===== config.mk =====
export PLATFORM = sky130hd
export DESIGN_NAME = dma_chan_seq
export DESIGN_NICKNAME = d
export VERILOG_FILES = /design/src/rtl/dma_seq_pkg.sv /design/src/rtl/dma_sem_counter.sv /design/src/rtl/dma_desc_fsm.sv /design/src/rtl/dma_cmplt_flag.sv /design/src/rtl/dma_chan_seq.sv
export SDC_FILE = /design/constraint.sdc
export NUM_CORES = 1
export LEC_CHECK = 0
export BUFFER_PORTS_ARGS = -buffer_cell sky130_fd_sc_hd__clkbuf_2
export CAP_MARGIN = 10
export CELL_PAD_IN_SITES_DETAIL_PLACEMENT = 0
export CELL_PAD_IN_SITES_GLOBAL_PLACEMENT = 1
export CORE_MARGIN = 3
export CORE_UTILIZATION = 35
export DETAILED_ROUTE_END_ITERATION = 8
export PLACE_DENSITY = 0.78
export SETUP_SLACK_MARGIN = 0.4
export SYNTH_ARGS = -nofsm -noshare
export SYNTH_HDL_FRONTEND = slang
export SYNTH_SLANG_ARGS = --single-unit

===== constraint.sdc =====
create_clock -name clk -period 10.3 [get_ports clk]
set_input_delay 3.09 -clock clk [delete_from_list [all_inputs] [get_ports clk]]
set_output_delay 3.09 -clock clk [all_outputs]
set_load 0.02 [all_outputs]

===== src/rtl/dma_seq_pkg.sv =====
package dma_seq_pkg;
  localparam int WORD_W    = 32;
  localparam int LEN_W     = 16;
  localparam int LEN_LSB   = 16;
  localparam int CHAIN_BIT = 2;
  localparam int IRQ_BIT   = 3;
  localparam int DEC_BIT   = 6;

  typedef enum logic [3:0] {
    ST_IDLE, ST_HALT, ST_FNXT, ST_FCMD, ST_FBUF, ST_FEND, ST_XRD, ST_XWR, ST_CMPL
  } seq_state_t;

  typedef struct packed {
    logic [WORD_W-1:0] link;
    logic [LEN_W-1:0]  len;
    logic              chain;
    logic              irq;
    logic              dec;
    logic [WORD_W-1:0] baddr;
  } desc_t;

  // Number of 32-bit words needed to carry len_b bytes (rounded up).
  function automatic logic [LEN_W-1:0] words_for_len(input logic [LEN_W-1:0] len_b);
    logic [LEN_W:0] t;
    t = {1'b0, len_b} + (LEN_W+1)'(3);
    return {1'b0, t[LEN_W:2]};
  endfunction
endpackage


===== src/rtl/dma_sem_counter.sv =====
module dma_sem_counter #(
  parameter int SEM_W = 8
) (
  input  logic             clk,
  input  logic             rst_n,
  input  logic             soft_rst,
  input  logic             add_en,
  input  logic [SEM_W-1:0] add_val,
  input  logic             dec_en,
  output logic [SEM_W-1:0] sem_q,
  output logic [SEM_W-1:0] sem_d
);
  localparam logic [SEM_W+1:0] SEM_MAX = {2'b00, {SEM_W{1'b1}}};

  // Saturating add of a software amount and an optional decrement.
  function automatic logic [SEM_W-1:0] sem_step(input logic [SEM_W-1:0] cur,
                                                input logic [SEM_W-1:0] add,
                                                input logic dec);
    logic [SEM_W+1:0] s;
    s = {2'b00, cur} + {2'b00, add};
    if (dec && (s != '0)) s = s - 1'b1;
    if (s > SEM_MAX) s = SEM_MAX;
    return s[SEM_W-1:0];
  endfunction

  logic [SEM_W-1:0] add_eff;
  assign add_eff = add_en ? add_val : '0;
  assign sem_d   = soft_rst ? '0 : sem_step(sem_q, add_eff, dec_en);

  always_ff @(posedge clk or negedge rst_n) begin
    if (!rst_n) sem_q <= '0;
    else        sem_q <= sem_d;
  end

  assert_sem_hold_R4: assert property (@(posedge clk) disable iff (!rst_n)
    (!add_en && !dec_en && !soft_rst) |=> (sem_q == $past(sem_q)));
  assert_sem_dec_R4: assert property (@(posedge clk) disable iff (!rst_n)
    (dec_en && !add_en && !soft_rst && (sem_q != '0)) |=> (sem_q == $past(sem_q) - 1'b1));
  assert_sem_floor_R4: assert property (@(posedge clk) disable iff (!rst_n)
    (dec_en && !add_en && (sem_q == '0)) |=> (sem_q == '0));
  assert_sem_clear_R9: assert property (@(posedge clk) disable iff (!rst_n)
    soft_rst |=> (sem_q == '0));
endmodule


===== src/rtl/dma_desc_fsm.sv =====
module dma_desc_fsm
  import dma_seq_pkg::*;
#(
  parameter int SEM_W = 8
) (
  input  logic              clk,
  input  logic              rst_n,
  input  logic              gate_hold,
  input  logic              soft_rst,
  input  logic              nxt_wr,
  input  logic [WORD_W-1:0] nxt_wdata,
  input  logic [SEM_W-1:0]  sem_q,
  input  logic [SEM_W-1:0]  sem_d,
  input  logic [WORD_W-1:0] mem_rdata,
  output logic              mem_rd,
  output logic [WORD_W-1:0] mem_addr,
  output logic              out_valid,
  output logic [WORD_W-1:0] out_data,
  output logic              cmd_done,
  output logic              dec_fire,
  output logic              irq_fire,
  output logic              busy,
  output logic [WORD_W-1:0] nxt_addr
);
  localparam logic [WORD_W-1:0] CMD_OFF = WORD_W'(4);
  localparam logic [WORD_W-1:0] BUF_OFF = WORD_W'(8);

  seq_state_t        state;
  desc_t             desc;
  logic [WORD_W-1:0] base;
  logic [WORD_W-1:0] nxt_q;
  logic [LEN_W-1:0]  wcnt;
  logic [LEN_W-1:0]  words;
  logic              run;
  logic              last_word;

  assign words     = words_for_len(desc.len);
  assign run       = !gate_hold && !soft_rst;
  assign last_word = ((wcnt + 1'b1) == words);
  assign nxt_addr  = nxt_q;
  assign busy      = (state != ST_IDLE) && (state != ST_HALT);

  always_comb begin
    mem_rd   = 1'b0;
    mem_addr = '0;
    if (run) begin
      case (state)
        ST_FNXT: begin mem_rd = 1'b1; mem_addr = nxt_q; end
        ST_FCMD: begin mem_rd = 1'b1; mem_addr = base + CMD_OFF; end
        ST_FBUF: begin mem_rd = 1'b1; mem_addr = base + BUF_OFF; end
        ST_XRD:  begin mem_rd = 1'b1; mem_addr = desc.baddr + WORD_W'({wcnt, 2'b00}); end
        default: ;
      endcase
    end
  end

  assign out_valid = run && (state == ST_XWR);
  assign out_data  = mem_rdata;
  assign cmd_done  = run && (state == ST_CMPL);
  assign dec_fire  = cmd_done && desc.dec;
  assign irq_fire  = cmd_done && desc.irq;

  always_ff @(posedge clk or negedge rst_n) begin
    if (!rst_n) begin
      state <= ST_IDLE;
      desc  <= '0;
      base  <= '0;
      nxt_q <= '0;
      wcnt  <= '0;
    end else begin
      if (nxt_wr) nxt_q <= nxt_wdata;
      if (soft_rst) begin
        state <= ST_IDLE;
        wcnt  <= '0;
      end else if (state == ST_HALT) begin
        if (nxt_wr) state <= ST_IDLE;
      end else if (!gate_hold) begin
        case (state)
          ST_IDLE: if (sem_q != '0) state <= ST_FNXT;
          ST_FNXT: begin base <= nxt_q; state <= ST_FCMD; end
          ST_FCMD: begin desc.link <= mem_rdata; state <= ST_FBUF; end
          ST_FBUF: begin
            desc.len   <= mem_rdata[LEN_LSB +: LEN_W];
            desc.chain <= mem_rdata[CHAIN_BIT];
            desc.irq   <= mem_rdata[IRQ_BIT];
            desc.dec   <= mem_rdata[DEC_BIT];
            state      <= ST_FEND;
          end
          ST_FEND: begin
            desc.baddr <= mem_rdata;
            wcnt       <= '0;
            state      <= (words == '0) ? ST_CMPL : ST_XRD;
          end
          ST_XRD: state <= ST_XWR;
          ST_XWR: begin
            wcnt  <= wcnt + 1'b1;
            state <= last_word ? ST_CMPL : ST_XRD;
          end
          ST_CMPL: begin
            if (desc.chain) begin
              nxt_q <= desc.link;
              state <= (sem_d != '0) ? ST_FNXT : ST_IDLE;
            end else begin
              state <= ST_HALT;
            end
          end
          default: state <= ST_IDLE;
        endcase
      end
    end
  end

  assert_start_R2: assert property (@(posedge clk) disable iff (!rst_n)
    (state == ST_IDLE && sem_q != '0 && !gate_hold && !soft_rst) |=> (state == ST_FNXT));
  assert_xfer_bound_R3: assert property (@(posedge clk) disable iff (!rst_n)
    out_valid |-> (wcnt < words));
  assert_halt_stays_R7: assert property (@(posedge clk) disable iff (!rst_n)
    (state == ST_HALT && !nxt_wr && !soft_rst) |=> (state == ST_HALT));
  assert_gate_freeze_R8: assert property (@(posedge clk) disable iff (!rst_n)
    (gate_hold && !soft_rst && state != ST_HALT) |=> (state == $past(state)));
  assert_gate_quiet_R8: assert property (@(posedge clk) disable iff (!rst_n)
    gate_hold |-> (!mem_rd && !out_valid && !cmd_done));
  assert_abort_R9: assert property (@(posedge clk) disable iff (!rst_n)
    soft_rst |=> (state == ST_IDLE));
  assert_done_pulse_R10: assert property (@(posedge clk) disable iff (!rst_n)
    cmd_done |=> !cmd_done);
endmodule


===== src/rtl/dma_cmplt_flag.sv =====
module dma_cmplt_flag (
  input  logic clk,
  input  logic rst_n,
  input  logic set_en,
  input  logic ack,
  input  logic irq_en,
  output logic flag,
  output logic irq
);
  always_ff @(posedge clk or negedge rst_n) begin
    if (!rst_n)      flag <= 1'b0;
    else if (set_en) flag <= 1'b1;
    else if (ack)    flag <= 1'b0;
  end

  assign irq = flag && irq_en;

  assert_flag_set_R10: assert property (@(posedge clk) disable iff (!rst_n)
    set_en |=> flag);
  assert_flag_ack_R10: assert property (@(posedge clk) disable iff (!rst_n)
    (ack && !set_en) |=> !flag);
endmodule


===== src/rtl/dma_chan_seq.sv =====
module dma_chan_seq
  import dma_seq_pkg::*;
#(
  parameter int SEM_W = 8
) (
  input  logic              clk,
  input  logic              rst_n,
  input  logic              gate_hold,
  input  logic              chan_reset,
  input  logic              nxt_wr,
  input  logic [WORD_W-1:0] nxt_wdata,
  input  logic              sem_wr,
  input  logic [SEM_W-1:0]  sem_wdata,
  input  logic              irq_en,
  input  logic              irq_ack,
  output logic              mem_rd,
  output logic [WORD_W-1:0] mem_addr,
  input  logic [WORD_W-1:0] mem_rdata,
  output logic              out_valid,
  output logic [WORD_W-1:0] out_data,
  output logic              cmd_done,
  output logic              busy,
  output logic [SEM_W-1:0]  sem_count,
  output logic [WORD_W-1:0] nxt_addr,
  output logic              cmplt_flag,
  output logic              irq
);
  logic [SEM_W-1:0] sem_d;
  logic             dec_fire;
  logic             irq_fire;

  dma_sem_counter #(.SEM_W(SEM_W)) u_sem (
    .clk      (clk),
    .rst_n    (rst_n),
    .soft_rst (chan_reset),
    .add_en   (sem_wr),
    .add_val  (sem_wdata),
    .dec_en   (dec_fire),
    .sem_q    (sem_count),
    .sem_d    (sem_d)
  );

  dma_desc_fsm #(.SEM_W(SEM_W)) u_fsm (
    .clk       (clk),
    .rst_n     (rst_n),
    .gate_hold (gate_hold),
    .soft_rst  (chan_reset),
    .nxt_wr    (nxt_wr),
    .nxt_wdata (nxt_wdata),
    .sem_q     (sem_count),
    .sem_d     (sem_d),
    .mem_rdata (mem_rdata),
    .mem_rd    (mem_rd),
    .mem_addr  (mem_addr),
    .out_valid (out_valid),
    .out_data  (out_data),
    .cmd_done  (cmd_done),
    .dec_fire  (dec_fire),
    .irq_fire  (irq_fire),
    .busy      (busy),
    .nxt_addr  (nxt_addr)
  );

  dma_cmplt_flag u_flag (
    .clk    (clk),
    .rst_n  (rst_n),
    .set_en (irq_fire),
    .ack    (irq_ack),
    .irq_en (irq_en),
    .flag   (cmplt_flag),
    .irq    (irq)
  );

  assert_busy_R11: assert property (@(posedge clk) disable iff (!rst_n)
    mem_rd |-> busy);
endmodule


Word-level counts from Yosys, hierarchy flattened
Index checks and enable logic that the tools add are counted.
{"block": "op_classes", "n_addsub": 7, "magnitude_cmp": 1, "n_eq_ne": 15, "muxes": 30, "bitwise_logic": 3, "reduce_logical": 25}
{"operator": "two-way mux 32 bit", "count": 7}
{"operator": "case mux 32 bit (4 select lines)", "count": 1}
{"operator": "two-way mux 16 bit", "count": 3}
{"operator": "adder 32 x 18 -> 32 bit", "count": 1}
{"operator": "adder 32 x 3 -> 32 bit (second input constant)", "count": 1}
{"operator": "adder 32 x 4 -> 32 bit (second input constant)", "count": 1}
{"operator": "two-way mux 4 bit", "count": 8}
{"operator": "case mux 16 bit (2 select lines)", "count": 1}
{"operator": "case mux 4 bit (8 select lines)", "count": 1}
{"operator": "two-way mux 8 bit", "count": 3}
{"operator": "adder 16 x 2 -> 17 bit (second input constant)", "count": 1}
{"operator": "adder 16 x 1 -> 16 bit (second input constant)", "count": 1}
{"operator": "== test 16 x 15 -> 1 bit", "count": 1}
{"operator": "== test 4 x 3 -> 1 bit (second input constant)", "count": 4}
{"operator": "logical NOT 16 bit", "count": 1}
{"operator": "AND reduction 4 bit", "count": 4}
{"operator": "nonzero test 8 bit", "count": 2}
{"operator": "> comparator 10 x 8 -> 1 bit (second input constant)", "count": 1}
{"operator": "two-way mux 10 bit", "count": 1}
{"operator": "nonzero test 10 bit", "count": 1}
{"operator": "subtractor 10 x 1 -> 10 bit (second input constant)", "count": 1}
{"operator": "adder 8 x 8 -> 9 bit", "count": 1}
{"operator": "== test 4 x 2 -> 1 bit (second input constant)", "count": 2}
{"operator": "logical AND 1 bit", "count": 8}
{"operator": "18 further kinds", "count": 25}
{"block": "totals", "reg_bits": 176, "in_bits": 80, "output_inout_bits": 110, "elab_cells": 93}

Logic depth before layout (Yosys ltp)
Gate-level depths: netlist (run 1).
{"block": "depth", "word_depth": 16, "ltp_mapped": 13, "ltp_nobuf": 13}

Hierarchy
Synthesis (run 1) repeated with hierarchy kept, for this count alone.
{"block": "hier_totals", "cells_unflattened": 1206, "hier_area_um2": 11501.0}
{"mod": "dma_desc_fsm", "n_inst": 1, "cells_each": 1090, "area_per_inst_um2": 10453.8, "seq_area_each_um2": 4179.0}
{"mod": "dma_sem_counter", "n_inst": 1, "cells_each": 112, "area_per_inst_um2": 1004.7, "seq_area_each_um2": 200.2}
{"mod": "dma_cmplt_flag", "n_inst": 1, "cells_each": 4, "area_per_inst_um2": 42.5, "seq_area_each_um2": 25.0}

Least setup slack after synthesis (run 1)
No wires, ideal clock.
{"block": "synth_path", "path_kind": "input port to output port", "startpoint": "input port chan_reset", "endpoint": "output port mem_addr[18]", "arrival_time_ns": 4.622, "required_ns": 7.210, "path_slack_ns": 2.588, "stages": 7, "n_path_buf": 1, "cell_sequence": "or2_2 nor2_1 nand3b_1 inv_1 nand2_1 clkbuf_1 o22ai_1"}
{"block": "synth_between", "elab_chain_cells": 3}
{"element": "from (decl)", "line_no": "dma_chan_seq.sv:9", "rtl": "input logic chan_reset,"}
{"element": "logical NOT 1 bit", "line_no": "dma_desc_fsm.sv:38", "rtl": "assign run = !gate_hold && !soft_rst;"}
{"element": "logical AND 1 bit", "line_no": "dma_desc_fsm.sv:38"}
{"element": "two-way mux 32 bit", "line_no": "dma_desc_fsm.sv:46", "rtl": "if (run) begin"}
{"element": "to (decl)", "line_no": "dma_chan_seq.sv:17", "rtl": "output logic [WORD_W-1:0] mem_addr,"}
Every way passes these cells.

Worst setup path in the final report (run 1)
{"block": "layout_path", "startpoint": "input port chan_reset", "endpoint": "output port mem_addr[15]"}
The elaborated chain is that of the path after synthesis.

==> results by group, run 1 <==
Clock network
  • Worst-path clk slew: about 0.08 ns
  • Post-cts hold buffer count: 0
  • Post-CTS resize count: 0
  • Worst skew pair latency: ~0.44 ns
  • Setup bufs post-CTS: 0
  • CTS tree: yes
  • Clock buffer depth: 2
  • Number of CTS-inserted buffers: 17
  • Htree depth: 4
  • CTS Sinks: about 180
  • Root Buffer Master: clkbuf_16

Global route
  • Vias in the first global route: 9,324
  • First-pass GRT wire length: ~55,000 um
  • Met3 usage: just over 4%
  • GRT met1 Usage: between 20% and 30%
  • Initial antenna violation count: 2
  • Most used routing layer: met2
  • Largest net degree at the start of global routing: 110
  • Total global-route track usage: between 20 and 25%
  • Routing usage on met2: between 30% and 40%
  • Grt ovf: 0

Yosys
  • Cell Area, Synth: approximately 0.011 sq mm
  • Post-synthesis sequential area ratio: around 40%
  • Synth area leaders: dfrtp_1, mux2_2, a21oi_1
  • Syn Inst Count: 1,185
  • Synth top area share: between 30% and 40%
  • Yosys warns: 0
  • Post-synth EDFFs: 0
  • Syn_nets: 1,296
  • Synth Area per Inst: ~9.5 sq um
  • Largest area contributor in the netlist: dfrtp_1
  • Synth Flop Type: dfrtp_1
  • Ys async rst share: between 90% and 100%
  • Distinct cell type count after synthesis: 74
  • Register bit total from synthesis: ~180

Floorplan
  • Core Footprint: 0.0316 sq mm
  • Die ar.: 0.0344 sq mm
  • Top Ports: 190
  • Die Ht: ~190 um
  • Initial core utilization: between 30% and 40%
  • Std-Cell Rows: 65
  • Horiz. Die Dim: approximately 190 um

Drt
  • Detailed-route wire length: 35,500 um
  • WL/cell: 20.5 um
  • Routed Antenna Nets: 0
  • Vias per cell: around 5.7
  • DRC viols: 0
  • Drt first-iter violations: 833
  • Pre-antenna DRT Iters: 6
  • DR vias: 9,884

Final layout
  • Final net count: ~1.4k
  • Post-Layout Cell Count: roughly 1.7k
  • Area delta synth->final: 15.3%
  • Layout cells sized above 1: 26.7%
  • Most common cell after layout, fill and taps aside: clkbuf_2
  • Commonest cells after routing, fill and taps aside: clkbuf_2, dfrtp_1, mux2_2

STA
  • Setup TNS: 0 ns
  • Setup WS post-layout: 2.24 ns
  • Final Setup Violations: 0
  • Unrepaired setup endpoints after global routing: false
  • Worst Tran Pin Value: 1.01 ns
  • Crit path time final: around 8.1 ns
  • Final Hold Viols: 0
  • Slew Limit Fails: 0
  • Relative slew slack: about a third
  • Fmax: ~0.12 GHz
  • Fin Clk Skew: roughly 0.016 ns
  • Tcrit/Tclk final: 78.3%

Critical path
  • Critical R2R Launch: u_sem.sem_q[0]$_DFF_PN0_
  • Data arrival, critical path: between 4 and 5 ns
  • R2R setup slack: about 6.7 ns
  • Critical Path Source Type: input port
  • Worst-path fanout max: 15
  • Worst setup startpoint: chan_reset
  • Crit path kind: input port to output pin
  • Req. time, crit path: 7.21 ns
  • Critical Path End Type: output pin

Pwr
  • Peak supply drop: around 0.12 mV
  • Pwr/cell area: between 150 and 200 mW/mm^2
  • Pleak: roughly 0.0061 uW

Placed design
  • Port bufs: about 190
  • Dpl hpwl: approximately 27,000 um
  • Inst Count DP: 1,699
  • Place WS: between 2 and 2.5 ns
  • RD Place Congestion: between 0.8 and 0.9

Run
  • Total of max-cap violations: 0

Min path
  • Min-Delay Path Class: flip-flop to flip-flop
  • Hold_sp: u_fsm.desc[9]$_DFFE_PN0P_

Outcome
  • Status: finished clean
[power by group]
| part | internal [uW] | switching, uW |
|---|---|---|
| Sequential | 816 | 162 |
| Combinational | 238 | 306 |
| Clock | 355 | 326 |
| Total | 1410 | 794 |
[path summary, 6_finish.rpt]
| path | end | depth (start not counted) |
|---|---|---|
| min in group asynchronous | u_fsm.nxt_addr[28]$_DFF_PN0_ | 1 |
| max | mem_addr[15] | 8 |
| max in group asynchronous | u_fsm.base[3]$_DFFE_PN0P_ | 2 |
| max reg2reg | u_fsm.state[1]$_DFFE_PN0P_ | 12 |
| min | u_fsm.desc[9]$_DFFE_PN0P_ | 1 |
| min reg2reg | u_fsm.desc[9]$_DFFE_PN0P_ | 1 |
[sequential cells by signal, indices dropped and copies added (netlist names)]
| signal | cells |
|---|---|
| u_flag.flag | 1 |
| u_fsm.base | 32 |
| u_fsm.desc | 83 |
| u_fsm.nxt_addr | 32 |
| u_fsm.state | 4 |
| u_fsm.wcnt | 16 |
| u_sem.sem_q | 8 |
[metal layers]
layer,vias to the layer above,wire length [um]
li1,4642,-
met1,4853,15900
met2,339,16700
met3,48,2230
met4,2,714
met5,-,11
[worst max-delay path: stages]
cell and delay [ns]:
clkbuf_2 0.21, or2_2 0.35, nor2_1 0.17, nand3b_1 0.14, inv_1 0.20, nand2_1 0.32, o22ai_1 0.30, clkbuf_2 0.20
[stage by stage]
stage	utilization, %	hold WS, ns	power [uW]	area [sq um]
after floorplan	-	0.444	1330	11300
after global placement	39.1	0.478	1520	12400
after detailed placement	39.1	0.486	1530	12400
after CTS	41.1	0.503	2210	13000
after global routing	41.1	0.513	2320	13000
final	41.1	0.500	2200	13000
[kinds of logic (layout without fill, tap and decap cells)]
logic type,count (synthesis),in the layout,synth area share [%]
buf+inv,117,261,4.97
mux,154,154,14.9
other cells,0,1,0
compound gates,286,286,16.8
xor+xnor,66,66,5.12
flops,176,176,39.0
fa+ha+maj,31,31,3.57
simple gates,355,355,15.6
[synthesized netlist by cell type (all sizes together) (30+ instances only)]
cell type	number
dfrtp	176
mux2	116
nor2	100
a21oi	89
nand2	76
o21ai	47
buf	44
clkbuf	43
mux2i	38
nand3	34
xor2	34
xnor2	32
inv	30
[area by class of cell]
class                   count  area, sq um
multi-input cells         892         6320
flip-flops and latches    176         4400
diodes                      1         2.50
well taps                 402          503
repair buffers            199         1030
clock inverters            15          213
inverters                  30          113
clock buffers              17          425
fillers                  3129        18600
Note: power is estimated with default switching activity, not from simulation.
==> run 2: changes to the inputs <==
==> constraint.sdc (replaced) <==
create_clock -name clk -period 8 [get_ports clk]
set_input_delay 2.4 -clock clk [delete_from_list [all_inputs] [get_ports clk]]
set_output_delay 2.4 -clock clk [all_outputs]
set_load 0.02 [all_outputs]
==> results by group, run 2 (synthesis results as in run 1) <==
Critical path
  • Worst-path fanout max: 15
  • Crit path largest cell delay: 0.35 ns
  • Req. time, crit path: around 5.6 ns
  • CP dominant cell by count: clkbuf_2
  • Critical path's slowest cell: or2_2
  • Critical Path End Type: output pin
  • R2R setup slack: about 4.4 ns
  • Critical path, cell by cell: clkbuf_2, or2_2, nor2_1, nand3b_1, inv_1, nand2_1, o22ai_1, clkbuf_2
  • Data arrival, critical path: about 4.3 ns
  • Critical Path Source Type: input port
  • Crit path kind: input port to output pin

Floorplan
  • Initial core utilization: about 36%
  • Core Footprint: 0.0316 sq mm
  • Top Ports: 190
  • Horiz. Die Dim: between 150 and 200 um
  • Die ar.: 0.0344 sq mm
  • Std-Cell Rows: between 60 and 70
  • Die Ht: between 150 and 200 um

Global route
  • Largest net degree at the start of global routing: approximately 110
  • Total global-route track usage: 20.1%
  • First-pass GRT wire length: 53,700 um
  • Initial antenna violation count: 4
  • Vias in the first global route: around 9.2k
  • Grt ovf: 0

Pwr
  • Pwr/cell area: roughly 220 mW/mm^2
  • Sw Share: 36.7%
  • Peak supply drop: between 0.1 and 0.15 mV
  • Combinational share of power: between 20 and 30%
  • Register share of total power: about 45%
  • Pint: 1780 uW
  • Pleak: 0.00612 uW
  • Clk pwr share: about 30%
  • Sw Pwr: just over 1000 uW

Final layout
  • Fill cells: 3,100
  • Final net count: about 1.4k
  • Layout cells sized above 1: a little over a quarter
  • Top reg by flops: u_fsm.desc
  • Number of flip-flops in the largest register: 83
  • Commonest cells after routing, fill and taps aside: clkbuf_2, dfrtp_1, mux2_2
  • Most common cell after layout, fill and taps aside: clkbuf_2
  • Area delta synth->final: 15.1%

Outcome
  • Status: finished clean

Drt
  • Routed Antenna Nets: 0
  • Vias per cell: about 5.7
  • DR vias: approximately 9.9k
  • Pre-antenna DRT Iters: 5
  • DRC viols: 0
  • Drt first-iter violations: 768
  • Detailed-route wire length: between 30,000 and 40,000 um
  • WL/cell: roughly 20 um

Clock network
  • Htree depth: 4
  • Post-cts hold buffer count: 0
  • CTS Sinks: about 180
  • CTS tree: yes
  • Worst skew pair latency: about 0.44 ns
  • Post-CTS resize count: 0
  • Root Buffer Master: clkbuf_16
  • Worst-path clk slew: roughly 0.07 ns
  • Clock buffer depth: 2
  • Number of CTS-inserted buffers: 17
  • Setup bufs post-CTS: 0

Placed design
  • Port bufs: approximately 190
  • RD Place Congestion: roughly 0.91
  • Place WS: ~1.4 ns
  • Dpl hpwl: around 27,000 um

STA
  • Fmax: approximately 0.15 GHz
  • Unrepaired setup endpoints after global routing: false
  • Setup TNS: 0 ns
  • Setup WS post-layout: 1.32 ns
  • Crit path time final: 6.68 ns
  • Slew Limit Fails: 0
  • Final Setup Violations: 0
  • Worst Tran Pin Value: just over 1 ns
  • Tcrit/Tclk final: between 80 and 90%
  • Final Hold Viols: 0
  • Relative slew slack: roughly a third
  • Fin Clk Skew: between 0.015 and 0.02 ns

Run
  • Total of max-cap violations: 0

Min path
  • Min-Delay Path Class: flip-flop to flip-flop
-- run 2: cell count changes in the layout (fill, tap and decap cells not counted) --
cell	previous run	this run
inv_12	0	1
clkinv_8	7	5
diode_2	1	2
bufinv_16	1	0
inv_6	2	3
inv_8	3	4
-- run 2: final timing paths --
kind / cells past startpoint / endpoint / start
max in group asynchronous: 2 / u_fsm.desc[35]$_DFFE_PN0P_ / rst_n
worst min register to register: 1 / u_fsm.desc[16]$_DFFE_PN0P_ / u_fsm.desc[16]$_DFFE_PN0P_
worst max register to register: 12 / u_fsm.state[1]$_DFFE_PN0P_ / u_sem.sem_q[0]$_DFF_PN0_
min in group asynchronous: 1 / u_fsm.desc[51]$_DFFE_PN0P_ / rst_n
worst max-delay path: 8 / mem_addr[15] / chan_reset
worst min-delay path: 1 / u_fsm.desc[16]$_DFFE_PN0P_ / u_fsm.desc[16]$_DFFE_PN0P_
-- run 2: power by group through the flow --
stage                     clock, uW  sequential, uW  combinational, uW
after floorplan                   0            1220                500
after global placement            0            1260                693
after detailed placement          0            1270                700
after CTS                       864            1250                704
after global routing            899            1290                773
final                           851            1260                707
-- run 2: area by class of cell --
class | instances | area, sq um | area share, %
repair buffers | 199 | 1030 | 7.91
multi-input cells | 892 | 6320 | 48.7
diodes | 2 | 5.00 | 0.0385
clock buffers | 17 | 425 | 3.28
inverters | 30 | 113 | 0.867
well taps | 402 | 503 | 3.87
flip-flops and latches | 176 | 4400 | 33.9
clock inverters | 15 | 186 | 1.44
-- run 2: critical path, delay by kind of cell --
kind                   cells  cell delay (ns)
and+or+nand+nor            4             0.98
AOI/OAI and AO/OA          1             0.29
buffers and inverters      3             0.60
-- run 2: layer usage --
| metal | vias up | global-route usage, % | part of all wire [%] |
|---|---|---|---|
| met5 | - | 0 | 0.085 |
| met4 | 4 | 7.21 | 2.6 |
| met3 | 67 | 3.99 | 6.3 |
| met2 | 338 | 31.1 | 46 |
| met1 | 4879 | 28.0 | 45 |
| li1 | 4656 | - | - |
-- run 2: stage by stage --
step / hold WS, ns / power, uW / utilization, % / cell area [sq um] / cells
after floorplan: 0.444 / 1720 / - / 11300 / 1185
after global placement: 0.478 / 1960 / 39.1 / 12400 / 1699
after detailed placement: 0.492 / 1970 / 39.1 / 12400 / 1699
after CTS: 0.508 / 2820 / 41.0 / 13000 / 1731
after global routing: 0.522 / 2960 / 41.0 / 13000 / 1733
final: 0.505 / 2820 / 41.0 / 13000 / 1733
==> run 3: changes to the inputs <==
--- a/config.mk
+++ b/config.mk
@@ -5,6 +5,7 @@
 export SDC_FILE = /design/constraint.sdc
 export NUM_CORES = 1
 export LEC_CHECK = 0
+export ABC_AREA = 1
 export BUFFER_PORTS_ARGS = -buffer_cell sky130_fd_sc_hd__clkbuf_2
 export CAP_MARGIN = 10
 export CELL_PAD_IN_SITES_DETAIL_PLACEMENT = 0
@@ -12,7 +13,7 @@
 export CORE_MARGIN = 3
 export CORE_UTILIZATION = 35
 export DETAILED_ROUTE_END_ITERATION = 8
-export PLACE_DENSITY = 0.78
+export PLACE_DENSITY = 0.81
 export SETUP_SLACK_MARGIN = 0.4
 export SYNTH_ARGS = -nofsm -noshare
 export SYNTH_HDL_FRONTEND = slang
==> constraint.sdc (replaced) <==
create_clock -name clk -period 7 [get_ports clk]
set_input_delay 2.1 -clock clk [delete_from_list [all_inputs] [get_ports clk]]
set_output_delay 2.1 -clock clk [all_outputs]
set_load 0.02 [all_outputs]
==> results by group, run 3 <==
STA
  • Fin Clk Skew: ~0.013 ns
  • Worst Tran Pin Value: 1.11 ns
  • Unrepaired setup endpoints after global routing: false
  • Tcrit/Tclk final: about 83%
  • Final Hold Viols: 0
  • Setup TNS: 0 ns
  • Crit path time final: approximately 5.8 ns
  • Fmax: between 0.15 and 0.2 GHz
  • Relative slew slack: around a quarter
  • Final Setup Violations: 0
  • Slew Limit Fails: 0

Pwr
  • Combinational share of power: between 30% and 40%
  • Pwr/cell area: around 280 mW/mm^2
  • Peak supply drop: 0.171 mV
  • Pleak: 0.00658 uW
  • Sw Pwr: 1660 uW
  • Sw Share: a little over two fifths
  • Clk pwr share: 24.4%
  • Register share of total power: about two fifths
  • Pint: between 2000 and 2500 uW

Yosys
  • Register bit total from synthesis: ~180
  • Yosys warns: 0
  • Synth Area per Inst: roughly 7 sq um
  • Synth area leaders: dfrtp_1, nand2_1, o21ai_0
  • Ys async rst share: 100%
  • Distinct cell type count after synthesis: 52
  • Synth Flop Type: dfrtp_1
  • Syn Inst Count: 1,706
  • Post-synth top cells: nand2_1, inv_1, nor2_1
  • Post-synthesis sequential area ratio: a little over a third
  • Largest area contributor in the netlist: dfrtp_1
  • Cell Area, Synth: 0.0120 sq mm
  • Post-synth EDFFs: 0
  • Syn_nets: between 1.5k and 2k
  • Most frequent cell after synthesis: nand2_1
  • Synth top area share: 36.6%

Clock network
  • Worst skew pair latency: 0.44 ns
  • Worst-path clk slew: around 0.07 ns
  • Clock buffer depth: 2
  • Post-CTS resize count: 0
  • Htree depth: 4
  • CTS tree: yes
  • Post-cts hold buffer count: 0
  • Number of CTS-inserted buffers: 17
  • CTS Sinks: around 180
  • Setup bufs post-CTS: 0
  • Root Buffer Master: clkbuf_16

Floorplan
  • Top Ports: between 150 and 200
  • Die Ht: approximately 190 um
  • Initial core utilization: a little over a third
  • Die ar.: approximately 0.037 sq mm
  • Horiz. Die Dim: about 190 um
  • Core Footprint: approximately 0.034 sq mm
  • Std-Cell Rows: 67

Final layout
  • Seq. cell area: roughly 0.0044 sq mm
  • Finished Cell Area: roughly 0.014 sq mm
  • Area delta synth->final: 14.6%
  • Number of flip-flops in the largest register: 83
  • Antenna Cells: 0
  • Final net count: 1,956
  • Commonest cells after routing, fill and taps aside: nand2_1, inv_1, clkbuf_2
  • Top reg by flops: u_fsm.desc
  • Fill cells: around 3.7k
  • Most common cell after layout, fill and taps aside: nand2_1
  • Area of the multi-input gates: 0.00633 sq mm
  • Layout cells sized above 1: 16.4%
  • Post-Layout Cell Count: roughly 2.3k

Drt
  • Routed Antenna Nets: 0
  • Vias per cell: 5.22
  • WL/cell: 19.1 um
  • Pre-antenna DRT Iters: 6
  • Drt first-iter violations: between 900 and 1k
  • Detailed-route wire length: roughly 44,000 um
  • DRC viols: 0
  • DR vias: about 12k

Global route
  • Routing usage on met2: approximately two fifths
  • First-pass GRT wire length: roughly 66,000 um
  • Total global-route track usage: between 20% and 30%
  • Largest net degree at the start of global routing: 74
  • Met3 usage: under 10%
  • Initial antenna violation count: 1
  • GRT met1 Usage: about a third
  • Grt ovf: 0
  • Vias in the first global route: 11.4k
  • Most used routing layer: met2

Placed design
  • RD Place Congestion: ~0.93
  • Port bufs: around 190
  • Placed Area: about 0.013 sq mm
  • Dpl hpwl: around 34,000 um
  • Inst Count DP: about 2.3k

Critical path
  • Req. time, crit path: just under 5 ns
  • R2R cell count: 23
  • Critical R2R Launch: u_sem.sem_q[0]$_DFF_PN0_
  • Critical Path End Type: output pin
  • Crit path kind: flip-flop to output pin
  • CP dominant cell by count: a21oi_1
  • Delay-heaviest family, CP: compound AO/OA/AOI/OAI gates
  • Critical path's slowest cell: dfrtp_1
  • Critical Path Source Type: flip-flop
  • Worst-path fanout max: 5
  • R2R setup slack: approximately 4 ns
  • Crit path largest cell delay: 0.48 ns
  • RR Endpoint: u_fsm.state[1]$_DFFE_PN0P_
  • Critical path, cell by cell: ha_1, inv_1, fa_1, o21ai_0, nand2_1, nand2_1, a21oi_1, o21ai_2, inv_1, o21ai_2, nand3_1, nor2_1, a21oi_1, o21ai_0, a21oi_1, clkbuf_2
  • Data arrival, critical path: between 3 and 4 ns
  • CP Buf/Inv Count: 3

Min path
  • Worst Hold Depth: 2
  • Hold_sp: u_fsm.desc[81]$_DFFE_PN0P_
  • Worst hold endpoint: u_fsm.nxt_addr[30]$_DFF_PN0_
  • Min-Delay Path Class: flip-flop to flip-flop

Run
  • Total of max-cap violations: 0

Outcome
  • Status: finished clean
[run 3: kinds of logic after synthesis]
family,synth area share [%]
and+or+nand+nor,26.0
AOI/OAI and AO/OA,17.2
buffers and inverters,10.8
DFF,36.6
xor gates and xnor gates,2.76
muxes,3.17
adders and majority gates,3.35
[run 3: power by group through the flow]
stage	clock (uW)	combinational, uW	sequential (uW)
2_1_floorplan	0	947	1530
3_3_place_gp	0	1340	1600
3_5_place_dp	0	1360	1610
4_1_cts	976	1360	1590
5_1_grt	1010	1540	1640
6_report	957	1370	1600
[run 3: tightest hold or removal path, delay by kind of cell (launching register included)]
| kind | cells | cell delay (ns) |
|---|---|---|
| AOI/OAI and AO/OA | 1 | 0.06 |
| and+or+nand+nor | 1 | 0.05 |
| DFF | 1 | 0.34 |
[run 3: how the worst max path moves through the flow]
stage                                   start  slack [ns]  cells after the start      endpoint
global route        u_fsm.wcnt[0]$_DFFE_PN0P_        0.91                     16  mem_addr[28]
CTS                 u_fsm.wcnt[0]$_DFFE_PN0P_        1.25                     15  mem_addr[24]
detailed placement                 chan_reset        1.30                      5     out_valid
finish              u_fsm.wcnt[0]$_DFFE_PN0P_        1.20                     16  mem_addr[28]
floorplan                          chan_reset        1.93                      4  mem_addr[10]
global placement                   chan_reset        1.43                      5     out_valid
[run 3: metrics by stage]
stage / power, uW / utilization (%) / worst slack (ns) / hold WS, ns
floorplan: 2480 / - / 1.93 / 0.448
global placement: 2940 / 39.2 / 1.43 / 0.456
detailed placement: 2960 / 39.2 / 1.30 / 0.470
CTS: 3930 / 40.9 / 1.25 / 0.478
global route: 4190 / 40.9 / 0.913 / 0.509
finish: 3930 / 40.9 / 1.20 / 0.477
[run 3: cell type report]
type | count | share of cell area [%]
clock buffer | 19 | 3.21
clock inverter | 12 | 0.917
inverter | 231 | 6.29
multi-input combinational | 1218 | 46.0
sequential | 176 | 32.0
tap | 448 | 4.07
timing repair buffer | 201 | 7.58
[run 3: layer usage]
metal	vias up	part of all wire [%]	wire [um]
li1	5889	-	-
met3	65	5.8	2560
met2	333	47	20500
met5	-	0.030	13
met1	5745	45	19600
met4	2	2.8	1250
